`src/rtl/gpio_override_port.sv`:
```
`timescale 1ns/1ps
module gpio_override_port #(
  parameter int WIDTH = 8
) (
  input  logic             clk,
  input  logic             rst_n,
  input  logic             dir_we,
  input  logic             out_we,
  input  logic [WIDTH-1:0] wdata,
  input  logic             pull_off,
  input  logic             sleep,
  input  logic [WIDTH-1:0] pu_ovr_en,
  input  logic [WIDTH-1:0] pu_ovr_val,
  input  logic [WIDTH-1:0] oe_ovr_en,
  input  logic [WIDTH-1:0] oe_ovr_val,
  input  logic [WIDTH-1:0] pv_ovr_en,
  input  logic [WIDTH-1:0] pv_ovr_val,
  input  logic [WIDTH-1:0] tog_ovr,
  input  logic [WIDTH-1:0] ie_ovr_en,
  input  logic [WIDTH-1:0] ie_ovr_val,
  input  logic [WIDTH-1:0] pad_in,
  output logic [WIDTH-1:0] pad_pu,
  output logic [WIDTH-1:0] pad_oe,
  output logic [WIDTH-1:0] pad_out,
  output logic [WIDTH-1:0] pad_ie,
  output logic [WIDTH-1:0] dir_q,
  output logic [WIDTH-1:0] out_q,
  output logic [WIDTH-1:0] pin_q,
  output logic [WIDTH-1:0] af_in
);

  logic [WIDTH-1:0] dir_r, out_r, sync1, sync2;
  logic [WIDTH-1:0] pu_reg, ie_state, gated;

  always_ff @(posedge clk or negedge rst_n) begin
    if (!rst_n) begin
      dir_r <= '0;
      out_r <= '0;
    end else begin
      if (dir_we) dir_r <= wdata;
      if (out_we) out_r <= wdata;
      else        out_r <= out_r ^ tog_ovr;
    end
  end

  always_ff @(posedge clk or negedge rst_n) begin
    if (!rst_n) begin
      sync1 <= '0;
      sync2 <= '0;
    end else begin
      sync1 <= gated;
      sync2 <= sync1;
    end
  end

  assign pu_reg   = ~dir_r & out_r & {WIDTH{~pull_off}};
  assign pad_pu   = (pu_ovr_en & pu_ovr_val) | (~pu_ovr_en & pu_reg);
  assign pad_oe   = (oe_ovr_en & oe_ovr_val) | (~oe_ovr_en & dir_r);
  assign pad_out  = ((pad_oe & pv_ovr_en) & pv_ovr_val) | (~(pad_oe & pv_ovr_en) & out_r);
  assign ie_state = {WIDTH{~sleep}};
  assign pad_ie   = (ie_ovr_en & ie_ovr_val) | (~ie_ovr_en & ie_state);
  assign gated    = pad_in & pad_ie;

  assign af_in = gated;
  assign pin_q = sync2;
  assign dir_q = dir_r;
  assign out_q = out_r;

endmodule

```
`config.mk`:
```
export PLATFORM = sky130hd
export DESIGN_NAME = gpio_override_port
export DESIGN_NICKNAME = d
export VERILOG_FILES = /design/src/rtl/gpio_override_port.sv
export SDC_FILE = /design/constraint.sdc
export NUM_CORES = 1
export LEC_CHECK = 0
export ABC_CLOCK_PERIOD_IN_PS = 1100
export CAP_MARGIN = 20
export CORE_MARGIN = 2
export CORE_UTILIZATION = 29
export DETAILED_ROUTE_END_ITERATION = 8
export PLACE_DENSITY_LB_ADDON = 0.08
export SYNTH_ARGS = -nofsm -noshare
export SYNTH_HDL_FRONTEND = slang
export SYNTH_SLANG_ARGS = --single-unit
```
`constraint.sdc`:
```
create_clock -name clk -period 1.1 [get_ports clk]
set_input_delay 0.22 -clock clk [delete_from_list [all_inputs] [get_ports clk]]
set_output_delay 0.22 -clock clk [all_outputs]
set_load 0.005 [all_outputs]
```
==> After elaboration in Yosys (flattened, before gate mapping) <==
Index checks and enable logic that the tools add are counted.
{ "totals": {"in_bits": 94, "output_inout_bits": 64, "word_cells": 29, "ff_bits": 32} }
{ "op_classes": {"n_mux": 1, "bitwise": 24} }
{ "ops": {"columns": ["cell", "count"], "rows": [
  ["8-bit AND", 12],
  ["8-bit inverter", 5],
  ["8-bit OR", 4],
  ["8-bit 2-to-1 mux", 1],
  ["8-bit XOR", 1],
  ["1-bit inverter", 2]
]} }

==> Depth between registers and ports, before layout <==
Gate-level depths: netlist (run 1).
{ "logic_depth": {"word_depth": 7, "ltp_mapped": 3, "depth_no_buf": 3} }

==> Worst setup path after synthesis (run 1) <==
Ideal clock, no wire load.
{ "synth_timing": {"path_kind": "register -> output", "start": "register dir_r[7] (netlist: dir_q[7])", "end": "output port pad_out[7]", "path_stages_with_launch": 4, "n_path_buf": 0, "required_time_ns": 0.880, "setup_slack_ns": -0.038, "arrival_time_ns": 0.918, "cell_sequence": "dfrtp_1 > mux2_4 > a21oi_2 > a31o_1"} }
{ "synth_between": {"elab_chain_len": 6} }
{ "synth_rtl": {"columns": ["element", "line", "text"], "rows": [
  ["start: declaration", "32", "logic [WIDTH-1:0] dir_r, out_r, sync1, sync2;"],
  ["start signal: assignment", "40", "if (dir_we) dir_r <= wdata;"],
  ["8-bit AND *", "58", "assign pad_oe = (oe_ovr_en & oe_ovr_val) | (~oe_ovr_en & dir_r);"],
  ["8-bit OR *", "58", null],
  ["net pad_oe[7]", "23", "output logic [WIDTH-1:0] pad_oe,"],
  ["8-bit AND *", "59", "assign pad_out = ((pad_oe & pv_ovr_en) & pv_ovr_val) | (~(pad_oe & pv_ovr_en) & out_r);"],
  ["8-bit inverter", "59", null],
  ["8-bit AND", "59", null],
  ["8-bit OR *", "59", null],
  ["end: declaration", "24", "output logic [WIDTH-1:0] pad_out,"]
]} }
Mark *: on every way through the listed nets, which the timed path passes. The rest lies on a longest branch.

==> Worst setup path in the final report (run 1) <==
{ "layout_timing": {"start": "register dir_r[5] (netlist: dir_q[5])", "end": "output port pad_pu[5]"} }
{ "layout_between": {"elab_chain_len": 5} }
{ "layout_rtl": {"columns": ["element", "line", "text"], "rows": [
  ["8-bit inverter", "56", "assign pu_reg = ~dir_r & out_r & {WIDTH{~pull_off}};"],
  ["8-bit AND (2 in a row)", "56", null],
  ["8-bit AND", "57", "assign pad_pu = (pu_ovr_en & pu_ovr_val) | (~pu_ovr_en & pu_reg);"],
  ["8-bit OR", "57", null],
  ["end: declaration", "22", "output logic [WIDTH-1:0] pad_pu,"]
]} }
No other way between the ends.

==> impl_metrics.py, run 1 <==
metrics = {
    "grt": {
        "met3_usage_pct": 6.28,
        "grt_use_met2_pct": 39.2,
        "groute.usage.overall_pct": 20.5,
        "overflow": 0,
        "gr-usage-met1_pct": 21.2,
        "grt_busiest_layer": "met2",
        "antenna_found_initial": 0,
        "grt_max_degree": 33,
        "grt_pass1_wl_mm": 9.85,
        "grt_pass1_vias": 2155,
    },
    "floorplanning": {
        "die_x_um": 77.4,
        "start_util_pct": 30.4,
        "dieArea_mm2": 0.00599,
        "core_mm2": 0.00514,
        "die_y_um": 77.4,
        "io_pins": 158,
        "rows": 26,
    },
    "power": {
        "power_density_mw_per_mm2": 1070,
        "vdd_drop_max_uv": 697,
        "p_leak_nw": 1.95,
    },
    "sta": {
        "setup_ws_ps": -497,
        "period_minus_slack_ps": 1600,
        "setup_viol": 42,
        "whs_ps": 264,
        "slew_headroom_pct": 83.2,
        "clock.fmax_mhz": 626,
        "grt_setup_unrepaired": "true",
        "fin_crit_sh_pct": 145,
        "tightest_slew_ps": 250,
        "final_hold_viol_count": 0,
        "maxSlewViolCount": 0,
        "worst_clock_skew_ps": 1.27,
    },
    "synth": {
        "netlist_area_mm2": 0.00156,
        "syn_area_per_cell_um2": 11.2,
        "synth-seq-area-share_pct": 51.2,
        "async_reset_ff_share_pct": 100,
        "synth_cell_types": 13,
        "synthTopCellsByArea": "dfrtp_1 (51%), mux2_4 (7.7%), mux2_2 (5.8%)",
        "synth-seq-cells": 32,
        "yosysMostFrequentCell": "dfrtp_1",
        "synth_top_area_share_pct": 51.2,
        "netlist.top_cell.by_area": "dfrtp_1",
        "syn_inst": 139,
        "syn_nets": 233,
        "synth_edf_count": 0,
        "ys_warn_count": 0,
        "synth_commonest_cells": "dfrtp_1 (32), nand2_1 (24), o21ai_0 (16)",
        "synth_flop_cell": "dfrtp_1",
    },
    "outcome": {
        "failed_checks": "setup timing",
        "outcome": "finished with violations",
    },
    "cells_and_area": {
        "layout-drive-gt1-share_pct": 48.4,
        "design_area_mm2": 0.00395,
        "utilization_pct": 76.9,
        "nets": 463,
        "diodes": 0,
        "stdcell_count": 440,
        "fillers": 394,
        "syn_to_final_growth_pct": 153,
    },
    "placement": {
        "pre_cts_ws_ps": -872,
        "dp_hpwl_mm": 4.47,
        "dp_cells": 398,
        "port_buffers": 157,
        "gp_congestion": 0.760,
        "place_area_mm2": 0.00348,
    },
    "worst_setup_path": {
        "worst_setup_path_start_kind": "flop",
        "crit_path_max_fanout": 3,
        "cpMostUsedCell": "buf_6",
        "crit_chain": "buf_4, buf_6, buf_6, o41ai_2, buf_2",
        "worstSetupStartpoint": "dir_q[5]",
        "rr_startpoint": "dir_q[3]",
        "cp-end-kind": "output port",
        "slowest_stage": "dfrtp_1",
        "cp.arrival_ps": 1380,
        "path_class": "flop to output port",
        "max_stage_delay_ps": 410,
        "crit_required_ps": 880,
    },
    "hold_path": {
        "hold_path.class": "input pin to flop",
        "worstHoldStart": "ie_ovr_en[2]",
    },
    "cts": {
        "cts_root_buf": "clkbuf_8",
        "clk_pin_slew_ps": 60,
        "cts_buffers": 5,
        "cts_hold_buffers": 0,
        "clock_latency_ps": 270,
        "cts_tree": "built",
        "htree_levels": 2,
        "cts_sinks": 32,
        "clock_path_buffers": 2,
    },
    "run": {
        "maxCapViolCount": 0,
    },
    "routing": {
        "dr.pass1.iters": 4,
        "via_count": 1986,
        "viasPerCell": 4.51,
        "wire_per_inst_um": 14.1,
        "drt_iter0_markers": 20,
        "drcViolationCount": 0,
        "ant_nets": 0,
        "drt-total-wl_mm": 6.20,
    },
}
worst paths after layout:
kind,to,slack [ps],cells past startpoint
min,sync1[2],260,3
min reg2reg,pin_q[4],350,0
min in group asynchronous,pin_q[0],310,2
max,pad_pu[5],-500,5
max in group asynchronous,sync1[3],620,2
max reg2reg,dir_q[3],-20,4
flip-flops by register name, summed over array words and instances (netlist names):
register	flops
dir_q	8
out_q	8
pin_q	8
sync1	8
cell families after synthesis:
| family | Yosys count | synth area share, % |
|---|---|---|
| DFF | 32 | 51.2 |
| and+or+nand+nor | 32 | 8.97 |
| muxes | 16 | 13.5 |
| buffers and inverters | 11 | 3.28 |
| AOI/OAI and AO/OA | 40 | 18.6 |
| xor gates and xnor gates | 8 | 4.48 |
metal layers:
layer	share of wire, %	up-vias
met5	0	-
met4	1.7	0
met3	6.5	8
met2	56	90
met1	35	940
li1	-	948
placed cells by master, fill, tap and decap left out:
master	n
o21ai_0	8
and2_4	4
mux2_4	8
clkdlybuf4s15_1	17
o41ai_4	4
mux2_2	8
clkbuf_2	5
dlygate4sd2_1	25
a31o_1	8
clkbuf_8	7
buf_6	59
o21ai_2	4
buf_2	28
inv_2	4
bufinv_16	1
nand2_1	24
a21oi_2	8
xnor2_1	8
o21ai_1	4
clkdlybuf4s50_1	57
and2_1	4
inv_1	4
buf_12	1
dfrtp_1	32
o41ai_2	4
buf_4	34
layout make-up:
class	instances	area [µm²]	area share (%)
Sequential cell	32	801	20.3
Clock buffer	7	96.3	2.44
Multi-Input combinational cell	96	841	21.3
Inverter	8	30.0	0.760
Tap cell	70	87.6	2.22
Clock inverter	1	30.0	0.760
Timing Repair Buffer	226	2060	52.3
power breakdown:
part / total [mW] / switching (mW) / internal, mW
clock network: 1.22 / 0.421 / 0.799
logic: 1.65 / 0.557 / 1.10
registers: 1.34 / 0.0648 / 1.28
timing repair:
| action | CTS | global route |
|---|---|---|
| gates resized for setup | 344 | 41 |
| cloned | 0 | 0 |
| setup buffers | 24 | 20 |
| pin swaps | 29 | 21 |
| endpoints found under the setup margin | 64 | 53 |
stage by stage:
step,TNS [ps],total power [mW]
after floorplan,-158,1.71
final,-9910,4.21
after detailed placement,-35060,2.77
after global placement,-34250,2.74
after CTS,-9490,4.10
after global routing,-12010,4.43
worst max-delay path, delay by kind of cell, from the launching register on:
kind,cells,cell delay (ps)
buf+inv,4,510
flops,1,410
compound gates,1,180
Note: power is estimated with default switching activity, not from simulation.
==> run 2: changes to the inputs <==
--- a/config.mk
+++ b/config.mk
@@ -5,12 +5,15 @@
 export SDC_FILE = /design/constraint.sdc
 export NUM_CORES = 1
 export LEC_CHECK = 0
+export ABC_AREA = 1
 export ABC_CLOCK_PERIOD_IN_PS = 1100
 export CAP_MARGIN = 20
 export CORE_MARGIN = 2
-export CORE_UTILIZATION = 29
+export CORE_UTILIZATION = 31
 export DETAILED_ROUTE_END_ITERATION = 8
+export MAX_ROUTING_LAYER = met4
 export PLACE_DENSITY_LB_ADDON = 0.08
+export SKIP_LAST_GASP = 1
 export SYNTH_ARGS = -nofsm -noshare
 export SYNTH_HDL_FRONTEND = slang
 export SYNTH_SLANG_ARGS = --single-unit
==> run 2 against run 1 <==
Against the previous run:
- critical endpoint is now pad_out[5]
- synthesized cell count up 71%
- the flow still finishes with violations (setup timing)
- sequential share of layout area rose by 0.29 points
- worst hold slack improved by 47 ps
- routed wire length is 0.92% higher
- first-iteration DRC count increased by 85%
- area after synthesis increased by 12%
- largest cell class unchanged
- core utilization shrank 5.7 points
- sequential cell count stayed put
- final area shrank 1.4%
- die area increased by 4.5%
- clock skew about the same
- sequential power about the same
- highest routed layer unchanged
==> impl_metrics.py, run 2 <==
metrics = {
    "outcome": {
        "outcome": "finished with violations",
        "failed_checks": "setup timing",
    },
    "synth": {
        "yosysMostFrequentCell": "nand2_1",
        "syn_inst": 237,
        "syn_area_per_cell_um2": 7.39,
        "synth_commonest_cells": "nand2_1 (104), dfrtp_1 (32), inv_1 (32), nand3_1 (24), o21ai_0 (15)",
        "synth_edf_count": 0,
        "netlist_area_mm2": 0.00175,
        "synth-seq-area-share_pct": 45.7,
        "synth_flop_cell": "dfrtp_1",
        "synthTopCellsByArea": "dfrtp_1 (46%), nand2_1 (22%), nand3_1 (6.9%)",
        "synth_top_area_share_pct": 45.7,
        "netlist.top_cell.by_area": "dfrtp_1",
        "async_reset_ff_share_pct": 100,
        "ys_warn_count": 0,
        "synth-seq-cells": 32,
        "syn_nets": 331,
        "synth_cell_types": 12,
    },
    "sta": {
        "maxSlewViolCount": 0,
        "slew_headroom_pct": 83.8,
        "tightest_slew_ps": 242,
        "period_minus_slack_ps": 1360,
        "setup_ws_ps": -264,
        "final_hold_viol_count": 0,
        "setup_viol": 40,
        "clock.fmax_mhz": 733,
        "grt_setup_unrepaired": "true",
        "setup_tns_ps": -4910,
        "worst_clock_skew_ps": 0.769,
        "fin_crit_sh_pct": 124,
    },
    "worst_setup_path": {
        "path_class": "flop to output port",
        "cp.arrival_ps": 1140,
        "crit_path_max_fanout": 2,
        "worst_setup_path_start_kind": "flop",
        "cp-end-kind": "output port",
        "crit_required_ps": 880,
    },
    "floorplanning": {
        "start_util_pct": 32.0,
        "die_x_um": 79.1,
        "dieArea_mm2": 0.00626,
        "rows": 27,
        "die_y_um": 79.1,
        "io_pins": 158,
        "core_mm2": 0.00547,
    },
    "placement": {
        "dp_hpwl_mm": 4.49,
        "port_buffers": 157,
        "pre_cts_ws_ps": -775,
        "dp_cells": 488,
        "gp_congestion": 0.775,
    },
    "cts": {
        "cts_tree": "built",
        "cts_sinks": 32,
        "clk_pin_slew_ps": 70,
        "cts_root_buf": "clkbuf_8",
        "clock_path_buffers": 2,
        "clock_latency_ps": 280,
        "cts_buffers": 5,
        "htree_levels": 2,
    },
    "power": {
        "vdd_drop_max_uv": 762,
        "p_total_mw": 3.74,
        "p_leak_nw": 2.15,
        "power_density_mw_per_mm2": 960,
    },
    "grt": {
        "grt_pass1_wl_mm": 9.89,
        "grt_pass1_vias": 2367,
        "grt_max_degree": 33,
        "antenna_found_initial": 0,
        "overflow": 0,
        "groute.usage.overall_pct": 20.4,
    },
    "routing": {
        "via_count": 2314,
        "ant_nets": 0,
        "dr.pass1.iters": 4,
        "drt_iter0_markers": 37,
        "drcViolationCount": 0,
        "viasPerCell": 4.40,
        "drt-total-wl_mm": 6.26,
        "wire_per_inst_um": 11.9,
    },
    "cells_and_area": {
        "diodes": 0,
        "mostFrequentLayoutCells": "nand2_1 (83), clkdlybuf4s50_1 (55), buf_6 (40)",
        "layout_commonest_cell": "nand2_1",
        "fillers": 467,
        "nets": 547,
        "syn_to_final_growth_pct": 123,
        "stdcell_count": 526,
        "layout-drive-gt1-share_pct": 39.9,
    },
    "hold_path": {
        "hold_path.class": "input pin to flop",
    },
    "run": {
        "maxCapViolCount": 0,
    },
}
run 2: cell count changes in the layout (fill, tap and decap cells not counted), sizes merged, moves of 12 or more:
cell           delta
buf              -12
clkdlybuf4s15    -15
inv              +26
mux2             -16
nand2            +80
nand3            +24
run 2: cells by family (layout without fill, tap and decap cells):
group           Yosys count  after routing  synth area share, %
xor+xnor                  8              8                 4.00
simple gates            128            128                 29.2
compound gates           32             32                 12.6
flops                    32             32                 45.7
buf+inv                  37            254                 8.51
run 2: layout make-up:
class                      instances  area [µm²]  share of cell area [%]
timing repair buffer             212        1840                    47.3
inverter                          34         130                    3.34
sequential                        32         801                    20.6
multi-input combinational        168         941                    24.2
clock inverter                     2        10.0                   0.257
tap                               72        90.1                    2.31
clock buffer                       6        82.6                    2.12
run 2: metrics by stage:
stage	hold slack, ps	util [%]	cell area [µm²]
final	311	71.2	3890
after global routing	316	71.2	3890
after detailed placement	191	65.5	3590
after global placement	189	65.5	3590
after CTS	306	69.5	3800
after floorplan	-75.6	-	1750
run 2: final timing paths:
path                                 from    endpoint  slack [ps]  cells past startpoint
worst max-delay path             dir_q[5]  pad_out[5]        -260                      6
worst min-delay path            pad_in[1]    sync1[1]         310                      2
worst max register to register   out_q[6]    out_q[6]         -30                      6
worst min register to register   sync1[2]    pin_q[2]         350                      0
max in group asynchronous           rst_n    dir_q[2]         510                      3
min in group asynchronous           rst_n    sync1[2]         420                      3
run 2: layer usage:
metal	vias to the layer above	share of wire, %	global-route usage, %
met2	103	51	37.2
met3	5	9.0	6.36
li1	1186	-	-
met5	-	0	-
met1	1020	39	21.7
met4	0	0.88	4.14
run 2: timing repair:
action | 4_1_cts | 5_1_grt
hold buffers | 1 | 0
pin swaps | 29 | 22
setup buffers | 27 | 5
resized for setup | 352 | 38
endpoints found under the hold margin | 32 | 0
setup endpoints to repair | 64 | 52
cloned | 0 | 0
run 2: power breakdown:
part | switching (mW) | internal (mW)
Combinational | 0.560 | 0.911
Sequential | 0.0641 | 1.28
Clock | 0.428 | 0.499
Total | 1.05 | 2.69
run 2: critical path, cell delays in order (launching register included):
cell     delay [ps]
dfrtp_1         400
buf_6           130
nand2_2          50
nand2_2          60
nand3_2          50
nand2_1          50
buf_2           120
